===== src/rtl/pad_strip_pkg.sv =====
package pad_strip_pkg;

    localparam int DATA_W  = 64;
    localparam int LANES   = DATA_W / 8;
    localparam int OCC_W   = $clog2(LANES);
    localparam int USER_W  = OCC_W + 1;
    localparam int SOF_BIT = OCC_W;
    localparam int CNT_W   = $clog2(LANES + 1);

    typedef logic [CNT_W-1:0] cnt_t;

    typedef struct packed {
        logic [DATA_W-1:0] data;
        logic [OCC_W-1:0]  occ;
        logic              sof;
        logic              last;
    } beat_t;

    typedef enum logic [1:0] {
        ST_FIRST = 2'd0,
        ST_BODY  = 2'd1,
        ST_TAIL  = 2'd2
    } state_t;

    // occupancy field to byte count (0 encodes a full word)
    function automatic cnt_t occ_to_cnt(input logic [OCC_W-1:0] occ);
        return (occ == '0) ? cnt_t'(LANES) : cnt_t'(occ);
    endfunction

    // byte count 1..LANES to occupancy field; LANES wraps to 0
    function automatic logic [OCC_W-1:0] cnt_to_occ(input cnt_t c);
        return c[OCC_W-1:0];
    endfunction

endpackage


===== src/rtl/pad_strip_align.sv =====
module pad_strip_align
    import pad_strip_pkg::*;
#(
    parameter int KEEP_W = 16
)(
    input  logic [KEEP_W-1:0] hold,
    input  logic [DATA_W-1:0] word,
    input  logic              use_word,
    output logic [DATA_W-1:0] merged
);
    localparam int FILL_W = DATA_W - KEEP_W;

    generate
        if (FILL_W > 0) begin : g_merge
            logic [FILL_W-1:0] fill;
            assign fill   = use_word ? word[DATA_W-1:KEEP_W] : '0;
            assign merged = {hold, fill};
        end else begin : g_pass
            assign merged = hold;
        end
    endgenerate

endmodule


===== src/rtl/pad_strip_ctrl.sv =====
module pad_strip_ctrl
    import pad_strip_pkg::*;
#(
    parameter int PAD_BYTES = 6
)(
    input  logic              clk,
    input  logic              rst,
    input  logic              s_valid,
    input  logic [DATA_W-1:0] s_data,
    input  logic [OCC_W-1:0]  s_occ,
    input  logic              s_last,
    output logic              s_ready,
    output logic              e_valid,
    output beat_t             e_beat,
    input  logic              e_ready
);
    localparam int KEEP   = LANES - PAD_BYTES;
    localparam int KEEP_W = KEEP * 8;

    state_t            st_q, st_d;
    logic [KEEP_W-1:0] hold_q, hold_d;
    logic              sof_q, sof_d;
    cnt_t              tail_q, tail_d;
    cnt_t              in_cnt;
    logic              short_last;
    logic [DATA_W-1:0] merged;

    pad_strip_align #(.KEEP_W(KEEP_W)) u_align (
        .hold     (hold_q),
        .word     (s_data),
        .use_word (st_q == ST_BODY),
        .merged   (merged)
    );

    always_comb begin
        in_cnt     = occ_to_cnt(s_occ);
        short_last = s_last && (in_cnt <= cnt_t'(PAD_BYTES));
        st_d       = st_q;
        hold_d     = hold_q;
        sof_d      = sof_q;
        tail_d     = tail_q;
        s_ready    = 1'b0;
        e_valid    = 1'b0;
        e_beat     = '0;
        e_beat.data = merged;
        e_beat.sof  = sof_q;
        case (st_q)
            ST_FIRST: begin
                s_ready = 1'b1;
                if (s_valid) begin
                    hold_d = s_data[KEEP_W-1:0];
                    sof_d  = 1'b1;
                    tail_d = cnt_t'(in_cnt - cnt_t'(PAD_BYTES));
                    if (!s_last)
                        st_d = ST_BODY;
                    else if (!short_last)
                        st_d = ST_TAIL;
                end
            end
            ST_BODY: begin
                s_ready     = e_ready;
                e_valid     = s_valid;
                e_beat.last = short_last;
                e_beat.occ  = short_last ? cnt_to_occ(cnt_t'(in_cnt + cnt_t'(KEEP))) : '0;
                if (s_valid && e_ready) begin
                    hold_d = s_data[KEEP_W-1:0];
                    sof_d  = 1'b0;
                    tail_d = cnt_t'(in_cnt - cnt_t'(PAD_BYTES));
                    if (s_last)
                        st_d = short_last ? ST_FIRST : ST_TAIL;
                end
            end
            ST_TAIL: begin
                e_valid     = 1'b1;
                e_beat.last = 1'b1;
                e_beat.occ  = cnt_to_occ(tail_q);
                if (e_ready) begin
                    st_d  = ST_FIRST;
                    sof_d = 1'b0;
                end
            end
            default: st_d = ST_FIRST;
        endcase
    end

    always_ff @(posedge clk) begin
        if (rst) begin
            st_q   <= ST_FIRST;
            hold_q <= '0;
            sof_q  <= 1'b0;
            tail_q <= '0;
        end else begin
            st_q   <= st_d;
            hold_q <= hold_d;
            sof_q  <= sof_d;
            tail_q <= tail_d;
        end
    end


    tail_hold_chk: assert property (@(posedge clk) disable iff (rst)
        (st_q == ST_TAIL && !e_ready) |=> (st_q == ST_TAIL && $stable(hold_q)));

endmodule


===== src/rtl/pad_strip_oreg.sv =====
module pad_strip_oreg
    import pad_strip_pkg::*;
(
    input  logic  clk,
    input  logic  rst,
    input  logic  i_valid,
    input  beat_t i_beat,
    output logic  i_ready,
    output logic  o_valid,
    output beat_t o_beat,
    input  logic  o_ready
);
    logic  v_q;
    beat_t b_q;

    assign i_ready = !v_q || o_ready;
    assign o_valid = v_q;
    assign o_beat  = b_q;

    always_ff @(posedge clk) begin
        if (rst)
            v_q <= 1'b0;
        else if (i_ready)
            v_q <= i_valid;
    end

    always_ff @(posedge clk) begin
        if (rst)
            b_q <= '0;
        else if (i_valid && i_ready)
            b_q <= i_beat;
    end


    stall_stable_chk: assert property (@(posedge clk) disable iff (rst)
        (v_q && !o_ready) |=> (v_q && $stable(b_q)));

endmodule


===== src/rtl/tx_pad_strip.sv =====
module tx_pad_strip
    import pad_strip_pkg::*;
#(
    parameter int PAD_BYTES = 6
)(
    input  logic              clk,
    input  logic              rst,
    input  logic [DATA_W-1:0] s_tdata,
    input  logic [USER_W-1:0] s_tuser,
    input  logic              s_tlast,
    input  logic              s_tvalid,
    output logic              s_tready,
    output logic [DATA_W-1:0] m_tdata,
    output logic [USER_W-1:0] m_tuser,
    output logic              m_tlast,
    output logic              m_tvalid,
    input  logic              m_tready
);
    logic  e_valid, e_ready;
    beat_t e_beat, o_beat;
    logic  err_unused;

    // input error flag deliberately dropped
    assign err_unused = s_tuser[SOF_BIT];

    pad_strip_ctrl #(.PAD_BYTES(PAD_BYTES)) u_ctrl (
        .clk     (clk),
        .rst     (rst),
        .s_valid (s_tvalid),
        .s_data  (s_tdata),
        .s_occ   (s_tuser[OCC_W-1:0]),
        .s_last  (s_tlast),
        .s_ready (s_tready),
        .e_valid (e_valid),
        .e_beat  (e_beat),
        .e_ready (e_ready)
    );

    pad_strip_oreg u_oreg (
        .clk     (clk),
        .rst     (rst),
        .i_valid (e_valid),
        .i_beat  (e_beat),
        .i_ready (e_ready),
        .o_valid (m_tvalid),
        .o_beat  (o_beat),
        .o_ready (m_tready)
    );

    assign m_tdata = o_beat.data;
    assign m_tuser = {o_beat.sof, o_beat.occ};
    assign m_tlast = o_beat.last;

    // ---------------- protocol checks ----------------
    logic       out_mid_q, in_first_q;
    logic [7:0] pend_q;
    logic       in_fire, out_fire, long_end;

    assign in_fire  = s_tvalid && s_tready;
    assign out_fire = m_tvalid && m_tready;
    assign long_end = in_fire && s_tlast &&
                      !(in_first_q && occ_to_cnt(s_tuser[OCC_W-1:0]) <= cnt_t'(PAD_BYTES));

    always_ff @(posedge clk) begin
        if (rst) begin
            out_mid_q  <= 1'b0;
            in_first_q <= 1'b1;
            pend_q     <= '0;
        end else begin
            if (out_fire) out_mid_q <= !m_tlast;
            if (in_fire)  in_first_q <= s_tlast;
            pend_q <= pend_q + 8'(long_end) - 8'(out_fire && m_tlast);
        end
    end


    sof_first_chk: assert property (@(posedge clk) disable iff (rst)
        (m_tvalid && !out_mid_q) |-> m_tuser[SOF_BIT]);


    sof_later_chk: assert property (@(posedge clk) disable iff (rst)
        (m_tvalid && out_mid_q) |-> !m_tuser[SOF_BIT]);


    no_phantom_pkt_chk: assert property (@(posedge clk) disable iff (rst)
        (out_fire && m_tlast) |-> (pend_q != 8'd0));


    reset_idle_chk: assert property (@(posedge clk) disable iff (rst)
        $fell(rst) |-> (!m_tvalid && s_tready));

endmodule


===== config.mk =====
export PLATFORM = sky130hd
export DESIGN_NAME = tx_pad_strip
export DESIGN_NICKNAME = d
export VERILOG_FILES = /design/src/rtl/pad_strip_pkg.sv /design/src/rtl/pad_strip_align.sv /design/src/rtl/pad_strip_ctrl.sv /design/src/rtl/pad_strip_oreg.sv /design/src/rtl/tx_pad_strip.sv
export SDC_FILE = /design/constraint.sdc
export NUM_CORES = 1
export LEC_CHECK = 0
export CAP_MARGIN = 25
export CORE_UTILIZATION = 30
export DETAILED_ROUTE_END_ITERATION = 7
export PLACE_DENSITY = 0.58
export SYNTH_ARGS = -nofsm -noshare
export SYNTH_HDL_FRONTEND = slang
export SYNTH_SLANG_ARGS = --single-unit

===== constraint.sdc =====
create_clock -name clk -period 1.7 [get_ports clk]
set_clock_uncertainty 0.1 [all_clocks]
set_input_delay 0.34 -clock clk [delete_from_list [all_inputs] [get_ports clk]]
set_output_delay 0.34 -clock clk [all_outputs]
set_load 0.02 [all_outputs]

; Yosys cells after proc, flatten, opt, wreduce, memory -nomap -nowiden
; Cells that the tools add are included.
[word_totals]
mem_bits_ro = 0
memories = 0
register_bits = 92
ram_bits = 0
latchBits = 0
out_inout_bits = 71
input_bits = 73
elab_cells = 56
[classes]
order_cmp = 1
n_reduce_logical = 12
div = 0
n_shift = 0
n_mux = 25
bitwise = 0
eq_ne = 7
add_sub_neg = 2
n_mul = 0
[op_table]
columns = op, count
row1 = $mux W48, 1
row2 = $mux W16, 2
row3 = $pmux W16 S2, 1
row4 = $mux W2, 7
row5 = $pmux W3 S2, 2
row6 = $mux W3, 3
row7 = $pmux W1 S2, 3
row8 = $pmux W2 S3, 1
row9 = $reduce_and A5 Y1, 1
row10 = $le A4 B3 Y1 const B, 1
row11 = $mux W4, 1
row12 = $ne A2 B1 Y1 const B, 2
row13 = $ne A2 B2 Y1 const B, 2
row14 = $reduce_and A4 Y1, 1
row15 = $add A3 B2 Y3 const B, 1
row16 = $logic_and A1 B1 Y1, 3
row17 = $logic_not A3 Y1, 1
row18 = $mux W1, 3
row19 = $ne A3 B3 Y1 const B, 1
row20 = $pmux W1 S3, 1
row21 = $reduce_and A3 Y1, 1
row22 = $reduce_bool A3 Y1, 1
row23 = $sub A3 B3 Y3 const B, 1
row24 = $eq A2 B1 Y1 const B, 1
row25 = other kinds (5), 5

; Longest topological paths before layout
; Gate-level depths: netlist of the first run.
[logic_depth]
ltp_word = 8
mapped_depth = 8

; Modules after synthesis
; Synthesis of the first run repeated with hierarchy kept, for this count alone.
[unflattened]
hier_cells = 496
hier_area_um2 = 4658.2
[modules_own_cells]
columns = module, instances, area_per_inst_um2, seq_area_each_um2, cells_each
row1 = pad_strip_oreg, 1, 3111.7, 1401.3, 319
row2 = pad_strip_ctrl, 1, 1056.0, 440.4, 108
row3 = pad_strip_align, 1, 490.5, 0.0, 69

; Least setup slack after synthesis of the first run
; No wires, ideal clock.
[synth_timing]
path_type = register to register
startpoint = reg u_ctrl.st_q[0]
endpoint = reg u_oreg.b_q, in the netlist u_oreg.o_beat[2]
arrival_ps = 1478
path_slack_ps = -12
setup_ps = 134
n_path_buf = 2
stages_incl_launch_ff = 9
synth_period_minus_slack_ps = 1712
t_required_ps = 1466
path_cell_list = dfxtp_1 -> inv_1 -> ha_1 -> a21o_1 -> and3_1 -> buf_8 -> buf_4 -> nor2_1 -> nor3_2
[synth_via]
elab_chain_cells = 3
word_cells_on_any_way = 5
[synth_rtl]
columns = element, line
row1 = start: declaration, pad_strip_ctrl.sv:20  ; state_t st_q, st_d;
row2 = start signal: assignment, pad_strip_ctrl.sv:93  ; st_q <= st_d;
row3 = $eq A2 B2 Y1 / $eq A2 B1 Y1 (equally long branches), pad_strip_ctrl.sv:47  ; case (st_q)
row4 = $pmux W1 S2, pad_strip_ctrl.sv:47
row5 = $logic_and A1 B1 Y1, pad_strip_oreg.sv:30  ; else if (i_valid && i_ready)
row6 = end signal: assignment, pad_strip_oreg.sv:31  ; b_q <= i_beat;
row7 = end: declaration, pad_strip_oreg.sv:14  ; beat_t b_q;
; Several ways; a longest one is shown, not always the timed one.
; A chain may end at the register's enable or synchronous reset.

; Worst setup path after layout of the first run
[layout_timing]
startpoint = reg u_ctrl.st_q[1]
endpoint = reg u_ctrl.st_q[0]
[layout_via]
elab_chain_cells = 3
word_cells_on_any_way = 10
[layout_rtl]
columns = element, line
row1 = $eq A2 B1 Y1 (tied with other cells), pad_strip_ctrl.sv:47
row2 = $ne A2 B2 Y1 (no source line) (tied with other cells), -
row3 = $reduce_and A5 Y1 (no source line), -
; Several ways; a longest one is shown, not always the timed one.

==> results of run 1 <==
tightest hold or removal path, stage by stage:
cell and delay, ns:
buf_4 0.11, or4b_1 0.11, o31ai_1 0.06
metrics by stage:
step | util (%) | setup slack (ns) | setup TNS (ns)
after global routing | 50.70 | -0.1348 | -3.580
after floorplan | - | -0.01181 | -0.03253
final | 50.70 | -0.05474 | -0.2517
after detailed placement | 45.09 | -0.3921 | -26.07
after CTS | 47.80 | -0.06570 | -0.3630
after global placement | 45.09 | -0.3831 | -24.11
how the worst max path moves through the flow:
| stage | from | to | depth (start not counted) | slack, ns |
|---|---|---|---|---|
| 2_1_floorplan | u_ctrl.st_q[0] | u_oreg.o_beat[2] | 8 | -0.01 |
| 3_3_place_gp | m_tready | s_tready | 4 | -0.38 |
| 3_5_place_dp | m_tready | s_tready | 4 | -0.39 |
| 4_1_cts | u_ctrl.st_q[0] | u_ctrl.st_q[0] | 7 | -0.07 |
| 5_1_grt | u_ctrl.st_q[1] | u_ctrl.st_q[0] | 7 | -0.13 |
| 6_report | u_ctrl.st_q[1] | u_ctrl.st_q[0] | 7 | -0.05 |
state kept, by name, summed over array words and instances (netlist names):
register and count:
u_ctrl.hold_q 16, u_oreg.o_beat 69, u_ctrl.st_q 2, u_ctrl.tail_q 3, u_ctrl.sof_q 1, u_oreg.o_valid 1
cells by family (layout without fill, tap and decap cells):
group | after synthesis | after routing
fa+ha+maj | 4 | 4
flops | 92 | 92
buf+inv | 37 | 209
simple gates | 173 | 173
xor+xnor | 1 | 1
compound gates | 87 | 87
mux | 18 | 18
final cells by class:
class | instances | area, sq um
Fill cell | 1180 | 6045
Timing Repair Buffer | 190 | 1931
Multi-Input combinational cell | 283 | 1902
Sequential cell | 92 | 1847
Clock buffer | 11 | 232.7
Tap cell | 168 | 210.2
Clock inverter | 4 | 75.07
Inverter | 4 | 20.02
cell usage in the layout (no fill, tap or decap), types with 3 or more instances in the layout:
master	synthesis	final
nor2_1	25	24
clkdlybuf4s50_1	0	70
a21oi_1	39	38
nor3_1	4	4
dlygate4sd2_1	0	70
buf_4	3	26
nand3_2	31	22
dfxtp_1	92	90
nand2_1	86	86
ha_4	0	3
buf_6	3	7
buf_8	5	4
a21oi_2	30	31
nand3_4	0	9
buf_12	1	9
nand3_1	18	18
clkbuf_16	0	12
mux2i_1	18	18
per-layer routing:
layer,GRT usage (%),up-vias,wire (um)
met5,0,-,0
met2,28.11,102,5424
li1,-,1733,-
met1,19.03,1636,4789
met3,3.637,16,561
met4,6.320,0,181
repair_timing:
action                                 CTS  global route
buffers inserted                         3             9
pin swaps                                4            44
gates resized for setup                 91            35
hold buffers                             0             0
setup endpoints to repair              161            87
endpoints found under the hold margin    0             0
cloned                                   1             5
power by group:
part | switching [mW] | internal, mW
sequential | 0.0641 | 2.27
clock | 0.820 | 1.28
combinational | 0.823 | 0.838
==> summary.txt, run 1 <==
Yosys
  – Register area share after synthesis: 47.89%
  – Post-Synthesis Cells: slightly above 400
  – Top cells by count, synth: dfxtp_1, nand2_1, a21oi_1
  – Synthesized area: 0.003846 sq mm
  – Yosys top cell by area: dfxtp_1
  – Synth warn: 0
  – Synth Flop Type: dfxtp_1
  – Flops & latches, synth: 92
  – Post-synth cell types: 38
  – Avg Inst Size Synth: 9.335 sq um
  – Combinational family with the most area after synthesis: simple AND/OR/NAND/NOR gates
  – Top post-synthesis cells by area: dfxtp_1, nand2_1, nand3_2
  – Adder-cell share of the synthesized area: 1.301%
  – Synth Area in Compound Gates: between 10% and 20%
  – Synth Area in Simple Gates: a little under a quarter
  – Post-Syn Nets: 489
  – Count leader, synth: dfxtp_1
  – Post-synth EDFFs: 0
  – Top cell type's share of synthesized area: 47.89%
  – Post-synth ARST share: 0%
  – Synth Area in XOR/XNOR: less than 1%
  – Fraction of synthesized area in multiplexers: 4.684%

CTS
  – Root Buffer: clkbuf_16
  – Maximum clock insertion buffer count: 2
  – Clock network latency to the later pin of the worst-skew pair: 0.33 ns
  – CTS tree: done
  – CTS clk-pin slew, worst paths: 0.06 ns
  – CTS sink cnt: roughly 90
  – CTS Buf Count: 9
  – Depth of the CTS H-tree: 3

STA
  – Worst slew pin tran: ~0.42 ns
  – Hold WS: 0.2318 ns
  – # setup viols final: 15
  – Final worst path period share: 103.2%
  – F_max: 569.9 MHz
  – Slew headroom: 72.33%
  – RSZ-0062 raised after global routing: yes
  – Final Slew Violations: 0
  – PnR worst setup slack: -0.05474 ns
  – Fin. Hold Viols: 0
  – Min Tclk post-route: 1.755 ns

Outcome
  – Failing checks: setup timing
  – Status: complete, but fails checks

Detailed routing
  – WL/cell: 14.57 um
  – DRT iter0 DRCs: between 100 and 150
  – Drt drc: 0
  – DR vias/cell: 4.637
  – Post-Route WL: 10960 um
  – DRT antenna net count: 0
  – DRT Pass-1 Iters: 4
  – Vias: 3487

Setup path
  – CP peak stage delay: about 0.52 ns
  – Worst Path Buf+Inv: 2
  – FF-to-FF Start: u_ctrl.st_q[1]
  – CP max-delay cell: or4b_1
  – WS Path Type: register to register
  – Worst Path Max Fanout: 6
  – Worst setup EP type: register
  – Worst-path cell chain: inv_4 -> ha_4 -> buf_6 -> nor2_4 -> o221ai_2 -> or4b_1 -> o31ai_1
  – Worst reg2reg setup slack: -0.05 ns
  – Reg2reg end: u_ctrl.st_q[0]
  – Cells on worst reg2reg path: 7
  – Arr. time, crit path: roughly 1.9 ns
  – Startpoint Class: register
  – Largest delay contributor family on the critical path: simple AND/OR/NAND/NOR gates
  – Critical Path RT: 1.83 ns

Placed design
  – RePlAce Congestion: 0.7397
  – HPWL after DPL: roughly 7000 um
  – Placed cell areas: about 0.0055 sq mm
  – DP Cell Count: between 700 and 800
  – Port bufs: 142

Run
  – Max_cap viols: 0

Power
  – PD cells: just under 1000 mW/mm^2
  – Total power: 6.095 mW
  – Leakage power: 2.464 nW
  – VDD IR-drop max: between 400 and 500 uV

Finish
  – Layout Cells excl Fill: 752
  – Design area: between 0.006 and 0.007 sq mm
  – Share of cells above drive strength 1: 24.49%
  – Antenna cells: 0
  – Nets: 657
  – Syn-to-layout area delta: 61.65%

Global route
  – Initial antenna violation count: 0
  – Total gr overflow: 0
  – Largest net degree at the start of global routing: ~70
  – Vias in the first global route: 3450
  – Total track usage: approximately 16%
  – First-pass GRT wire length: 16560 um

Worst hold path
  – Min-delay worst type: input pin to register
  – Hold path start: rst
  – Hold path endpoint: u_ctrl.st_q[0]
  – Hold depth: 3

Floorplan
  – Die width: roughly 120 um
  – Die footprint: 0.01328 sq mm
  – Core area: 0.01226 sq mm
  – Num ports: 144
  – Initial Util: 31.37%
  – Row Count: 40
  – Chip height: between 100 and 150 um
(Power assumes the default switching activity.)
==> run 2: changes to the inputs <==
--- a/config.mk
+++ b/config.mk
@@ -8,7 +8,7 @@
 export CAP_MARGIN = 25
 export CORE_UTILIZATION = 30
 export DETAILED_ROUTE_END_ITERATION = 7
-export PLACE_DENSITY = 0.58
+export SLEW_MARGIN = 20
 export SYNTH_ARGS = -nofsm -noshare
 export SYNTH_HDL_FRONTEND = slang
 export SYNTH_SLANG_ARGS = --single-unit
==> run 2 against run 1 <==
  * The run still ends with setup timing left
  * Highest routed layer unchanged
  * Largest cell class is now sequential cells
  * First-iteration DRC count up 30%
  * Combinational power decreased by 14%
  * Hold slack improved by 0.022 ns
  * Via count decreased by 2.0%
  * Critical path type is now input pin to register
  * Sequential share of layout area is 1.5 points higher
==> summary.txt, run 2 (synthesis results as in run 1) <==
Outcome
  – Status: complete, but fails checks
  – Failing checks: setup timing

CTS
  – CTS sink cnt: 92
  – Maximum clock insertion buffer count: 2
  – CTS tree: done
  – CTS Buf Count: 9
  – Depth of the CTS H-tree: 3
  – CTS clk-pin slew, worst paths: 0.06 ns
  – Clock network latency to the later pin of the worst-skew pair: ~0.34 ns
  – Root Buffer: clkbuf_16

Finish
  – Nets: 644
  – FILL cells: between 1000 and 1500
  – Syn-to-layout area delta: 53.48%
  – Share of cells above drive strength 1: 23.78%
  – Antenna cells: 0
  – Most frequent cells in the layout: dfxtp_1, nand2_1, clkdlybuf4s50_1, dlygate4sd2_1, a21oi_1
  – Max reg flops: 69
  – Design area: 0.005903 sq mm
  – Commonest non-fill, non-tap cell in the layout: dfxtp_1

Power
  – Leakage power: 2.347 nW
  – Sw frac: 28.67%
  – NetSw: 1.626 mW
  – PD cells: 960.8 mW/mm^2
  – Int Pwr: around 4.0 mW
  – Logic pwr share: 25.2%
  – Reg power frac: 40.9%
  – Total power: 5.672 mW
  – VDD IR-drop max: ~570 uV
  – Clk pwr share: between 30% and 40%

Floorplan
  – Chip height: 115.2 um
  – Die width: 115.2 um
  – Core area: 0.01226 sq mm
  – Row Count: 40
  – Initial Util: a little under a third
  – Die footprint: 0.01328 sq mm
  – Num ports: 144

Global route
  – Largest net degree at the start of global routing: 68
  – First-pass GRT wire length: 16220 um
  – Vias in the first global route: 3391
  – Total gr overflow: 0
  – Total track usage: around 16%
  – Initial antenna violation count: 0

STA
  – F_max: roughly 580 MHz
  – Slew headroom: 71.54%
  – PnR worst setup slack: -0.03748 ns
  – # setup viols final: 39
  – Fin. Hold Viols: 0
  – Final Slew Violations: 0
  – Hold WS: between 0.2 and 0.3 ns
  – RSZ-0062 raised after global routing: yes
  – Final worst path period share: 102.2%
  – Worst slew pin tran: 0.4269 ns
  – Min Tclk post-route: 1.737 ns

Worst hold path
  – Hold path start: rst
  – Min-delay worst type: input pin to register
  – Hold depth: 3
  – Hold path endpoint: u_ctrl.st_q[0]

Placed design
  – RePlAce Congestion: about 0.74
  – Placed cell areas: between 0.005 and 0.006 sq mm
  – HPWL after DPL: about 7100 um
  – Port bufs: between 100 and 150

Detailed routing
  – Drt drc: 0
  – Vias: between 3000 and 4000
  – DRT antenna net count: 0
  – WL/cell: ~14 um
  – DRT iter0 DRCs: 140
  – DRT Pass-1 Iters: 4
  – Post-Route WL: 10380 um
  – DR vias/cell: 4.616

Setup path
  – Worst Path Max Fanout: 17
  – Critical Path RT: 1.88 ns
  – Reg2reg end: u_ctrl.tail_q[2]
  – WS Path Type: input pin to register
  – Worst setup EP type: register
  – FF-to-FF Start: u_ctrl.st_q[0]
  – Worst reg2reg setup slack: -0.03 ns
  – Startpoint Class: input pin
  – Cells on worst reg2reg path: 8
  – Arr. time, crit path: ~1.9 ns

Run
  – Max_cap viols: 0
## run 2: how the worst max path moves through the flow
stage	start	endpoint	slack [ns]	cells past startpoint
finish	s_tvalid	u_oreg.o_beat[45]	-0.04	6
CTS	u_ctrl.st_q[0]	u_ctrl.st_q[0]	-0.06	7
global placement	m_tready	s_tready	-0.38	4
global route	u_ctrl.st_q[0]	u_ctrl.hold_q[8]	-0.11	8
floorplan	u_ctrl.st_q[0]	u_oreg.o_beat[2]	-0.01	8
detailed placement	m_tready	s_tready	-0.39	4
## run 2: per-stage QoR
stage                     TNS (ns)  setup WS (ns)  util [%]  cells
after CTS                   -1.237       -0.05731     47.53    739
after global placement      -25.31        -0.3820     45.21    721
after detailed placement    -26.99        -0.3925     45.21    721
final                      -0.6586       -0.03748     48.14    740
after floorplan           -0.03253       -0.01181         -    412
after global routing        -5.621        -0.1114     48.14    740
## run 2: power groups by stage
stage	logic (mW)	registers [mW]	clock network, mW
after floorplan	0.736	2.41	0
after global placement	1.30	2.36	0
after detailed placement	1.31	2.37	0
after CTS	1.36	2.32	1.99
after global routing	1.54	2.33	2.08
final	1.43	2.32	1.92
## run 2: layer usage
metal,vias up,global-route usage [%],share of wire (%)
met2,97,26.95,49
met1,1604,18.14,42
met3,9,6.589,7.7
met5,-,0,0
met4,0,4.675,1.2
li1,1706,-,-
## run 2: worst max-delay path: stages
cell and delay [ns]:
clkdlybuf4s50_1 0.59, a21o_1 0.22, and3_4 0.31, buf_12 0.20
nand3_2 0.09, a21oi_2 0.15
## run 2: repair_timing
| item | CTS | global route |
|---|---|---|
| hold buffers | 0 | 0 |
| setup buffers | 2 | 0 |
| resized for setup | 92 | 11 |
| pin swaps | 7 | 5 |
| endpoints found under the setup margin | 161 | 91 |
| cloned | 0 | 1 |
## run 2: area by class of cell
type                       count  area (sq um)  area share, %
timing repair buffer         177          1702          28.83
clock buffer                  12         266.5          4.515
multi-input combinational    283          1843          31.22
inverter                       4         15.01         0.2543
sequential                    92          1844          31.24
tap                          168         210.2          3.561
clock inverter                 4         22.52         0.3815
==> run 3: changes to the inputs <==
--- a/config.mk
+++ b/config.mk
@@ -8,7 +8,8 @@
 export CAP_MARGIN = 25
 export CORE_UTILIZATION = 30
 export DETAILED_ROUTE_END_ITERATION = 7
-export SLEW_MARGIN = 20
+export DONT_BUFFER_PORTS = 1
+export SLEW_MARGIN = 0
 export SYNTH_ARGS = -nofsm -noshare
 export SYNTH_HDL_FRONTEND = slang
 export SYNTH_SLANG_ARGS = --single-unit
==> run 3 against run 2 <==
  * Sequential cell count is the same
  * Highest routed layer unchanged
  * Die area is the same
  * Largest cell class is now multi-input gates
  * The flow finishes with violations (hold timing, setup timing)
  * Worst setup slack lost 0.040 ns
  * Critical path type is now register to register
  * First-iteration DRC count grew 11%
==> summary.txt, run 3 (synthesis results as in run 1) <==
Outcome
  – Status: complete, but fails checks
  – Failing checks: hold timing, setup timing

Setup path
  – Worst setup EP type: register
  – Worst-path cell chain: inv_2 -> buf_6 -> ha_4 -> buf_12 -> nor2_4 -> o221ai_2 -> or4b_1 -> o31ai_2
  – CP peak stage delay: 0.50 ns
  – Arr. time, crit path: 1.93 ns
  – Critical Path RT: approximately 1.9 ns
  – Startpoint Class: register
  – Reg2reg end: u_ctrl.st_q[0]
  – Cells on worst reg2reg path: 8
  – WS Path Type: register to register
  – Worst reg2reg setup slack: -0.08 ns
  – Worst Path Max Fanout: 3
  – CP max-delay cell: or4b_1
  – FF-to-FF Start: u_ctrl.st_q[1]

STA
  – F_max: 562.6 MHz
  – Hold WS: -0.04053 ns
  – PnR worst setup slack: -0.07747 ns
  – Min Tclk post-route: 1.777 ns
  – Total Neg Setup Slack: -0.3687 ns
  – Fin. Hold Viols: 19
  – Worst slew pin tran: between 0.4 and 0.5 ns
  – Final worst path period share: 104.6%
  – Slew headroom: 72.89%
  – # setup viols final: 16
  – Final Slew Violations: 0
  – RSZ-0062 raised after global routing: yes

Global route
  – Total track usage: a little over an eighth
  – Total gr overflow: 0
  – First-pass GRT wire length: 13680 um
  – Vias in the first global route: about 2800
  – Largest net degree at the start of global routing: 94
  – Initial antenna violation count: 0

Floorplan
  – Core area: 0.01226 sq mm
  – Die footprint: about 0.013 sq mm
  – Die width: 115.2 um
  – Row Count: 40
  – Initial Util: 31.37%
  – Chip height: ~120 um
  – Num ports: ~140

Detailed routing
  – DRT iter0 DRCs: 156
  – Top layer in use: met4
  – Routed wl met2: 4822 um
  – Drt drc: 0
  – M1 wire length: 4122 um
  – DRT Pass-1 Iters: 4
  – Routed wl met3: between 800 and 900 um
  – WL/cell: 16.41 um
  – Post-Route WL: between 9000 and 10000 um
  – Vias: approximately 3000
  – DRT antenna net count: 0
  – DR vias/cell: 4.859

Placed design
  – HPWL after DPL: 6024 um
  – Port bufs: 0
  – RePlAce Congestion: 0.7754
  – Dpl ws: -0.1579 ns
  – DP Cell Count: 570

CTS
  – CTS clk-pin slew, worst paths: 0.07 ns
  – Clock network latency to the later pin of the worst-skew pair: 0.34 ns
  – CTS sink cnt: 92
  – Depth of the CTS H-tree: 3
  – CTS Buf Count: 9
  – Maximum clock insertion buffer count: 2
  – Root Buffer: clkbuf_16
  – CTS tree: done

Power
  – Sw frac: 28.70%
  – Logic pwr share: 24.4%
  – VDD IR-drop max: 441.6 uV
  – PD cells: 1174 mW/mm^2
  – Int Pwr: 4.200 mW
  – Leakage power: 1.594 nW
  – Reg power frac: between 40% and 50%
  – Clk pwr share: between 30% and 40%
  – NetSw: roughly 1.7 mW

Run
  – Max_cap viols: 0

Finish
  – Commonest non-fill, non-tap cell in the layout: dfxtp_1
  – Nets: roughly 500
  – Reg area: roughly 0.0018 sq mm
  – Area of the multi-input gates: 0.002044 sq mm
  – Layout Cells excl Fill: 608
  – FILL cells: 1185
  – Syn-to-layout area delta: 30.48%
  – Most frequent cells in the layout: dfxtp_1, nand2_1, a21oi_2, a21oi_1, nand3_2
  – Antenna cells: 0
  – Share of cells above drive strength 1: 37.05%
  – Max reg flops: 69

Worst hold path
  – Hold path start: rst
  – Hold path endpoint: u_oreg.o_beat[43]
  – Min-delay worst type: input pin to register
  – Hold depth: 1
-- run 3: area by class of cell --
class                           count  share of cell area [%]
Tap cell                          168                   4.188
Clock buffer                       11                   5.036
Inverter                            4                  0.3490
Sequential cell                    92                   36.80
Clock inverter                      5                   1.197
Timing Repair Buffer               44                   11.69
Multi-Input combinational cell    284                   40.74
-- run 3: worst max-delay path by stage --
stage / from / endpoint / slack (ns) / cells past startpoint
after detailed placement: u_ctrl.st_q[0] / u_oreg.o_beat[38] / -0.16 / 6
after global routing: u_ctrl.st_q[1] / u_ctrl.st_q[0] / -0.12 / 8
after global placement: u_ctrl.st_q[1] / u_oreg.o_beat[4] / -0.07 / 7
after floorplan: u_ctrl.st_q[0] / u_oreg.o_beat[2] / -0.01 / 8
after CTS: u_ctrl.st_q[1] / s_tready / -0.07 / 5
final: u_ctrl.st_q[1] / u_ctrl.st_q[0] / -0.08 / 8
-- run 3: stage by stage --
step,instance area (sq um),power (mW),utilization (%)
final,5019,5.891,40.93
after floorplan,3846,3.148,-
after global placement,4058,3.331,33.09
after global routing,5019,6.167,40.93
after detailed placement,4058,3.360,33.09
after CTS,4486,5.582,36.58
-- run 3: power by group through the flow --
| stage | clock network, mW | logic [mW] | registers, mW |
|---|---|---|---|
| floorplan | 0 | 0.736 | 2.41 |
| global placement | 0 | 0.910 | 2.42 |
| detailed placement | 0 | 0.934 | 2.43 |
| CTS | 2.13 | 1.07 | 2.38 |
| global route | 2.23 | 1.53 | 2.40 |
| finish | 2.07 | 1.44 | 2.39 |
-- run 3: worst max-delay path, delay by kind of cell, from the launching register on --
family          cells  cell delay (ns)
compound gates      2             0.20
simple gates        2             0.61
flops               1             0.34
buf+inv             3             0.28
fa+ha+maj           1             0.16
-- run 3: layer usage --
| metal | GRT usage [%] | vias to the layer above |
|---|---|---|
| li1 | - | 1450 |
| met1 | 14.81 | 1393 |
| met2 | 22.65 | 99 |
| met3 | 5.693 | 12 |
| met4 | 7.100 | 0 |
| met5 | 0 | - |
-- run 3: what timing repair did --
action,4_1_cts,5_1_grt
hold endpoints to repair,91,91
cloned,0,11
pin swaps,2,74
setup endpoints to repair,82,91
setup buffers,5,6
gates resized for setup,16,48
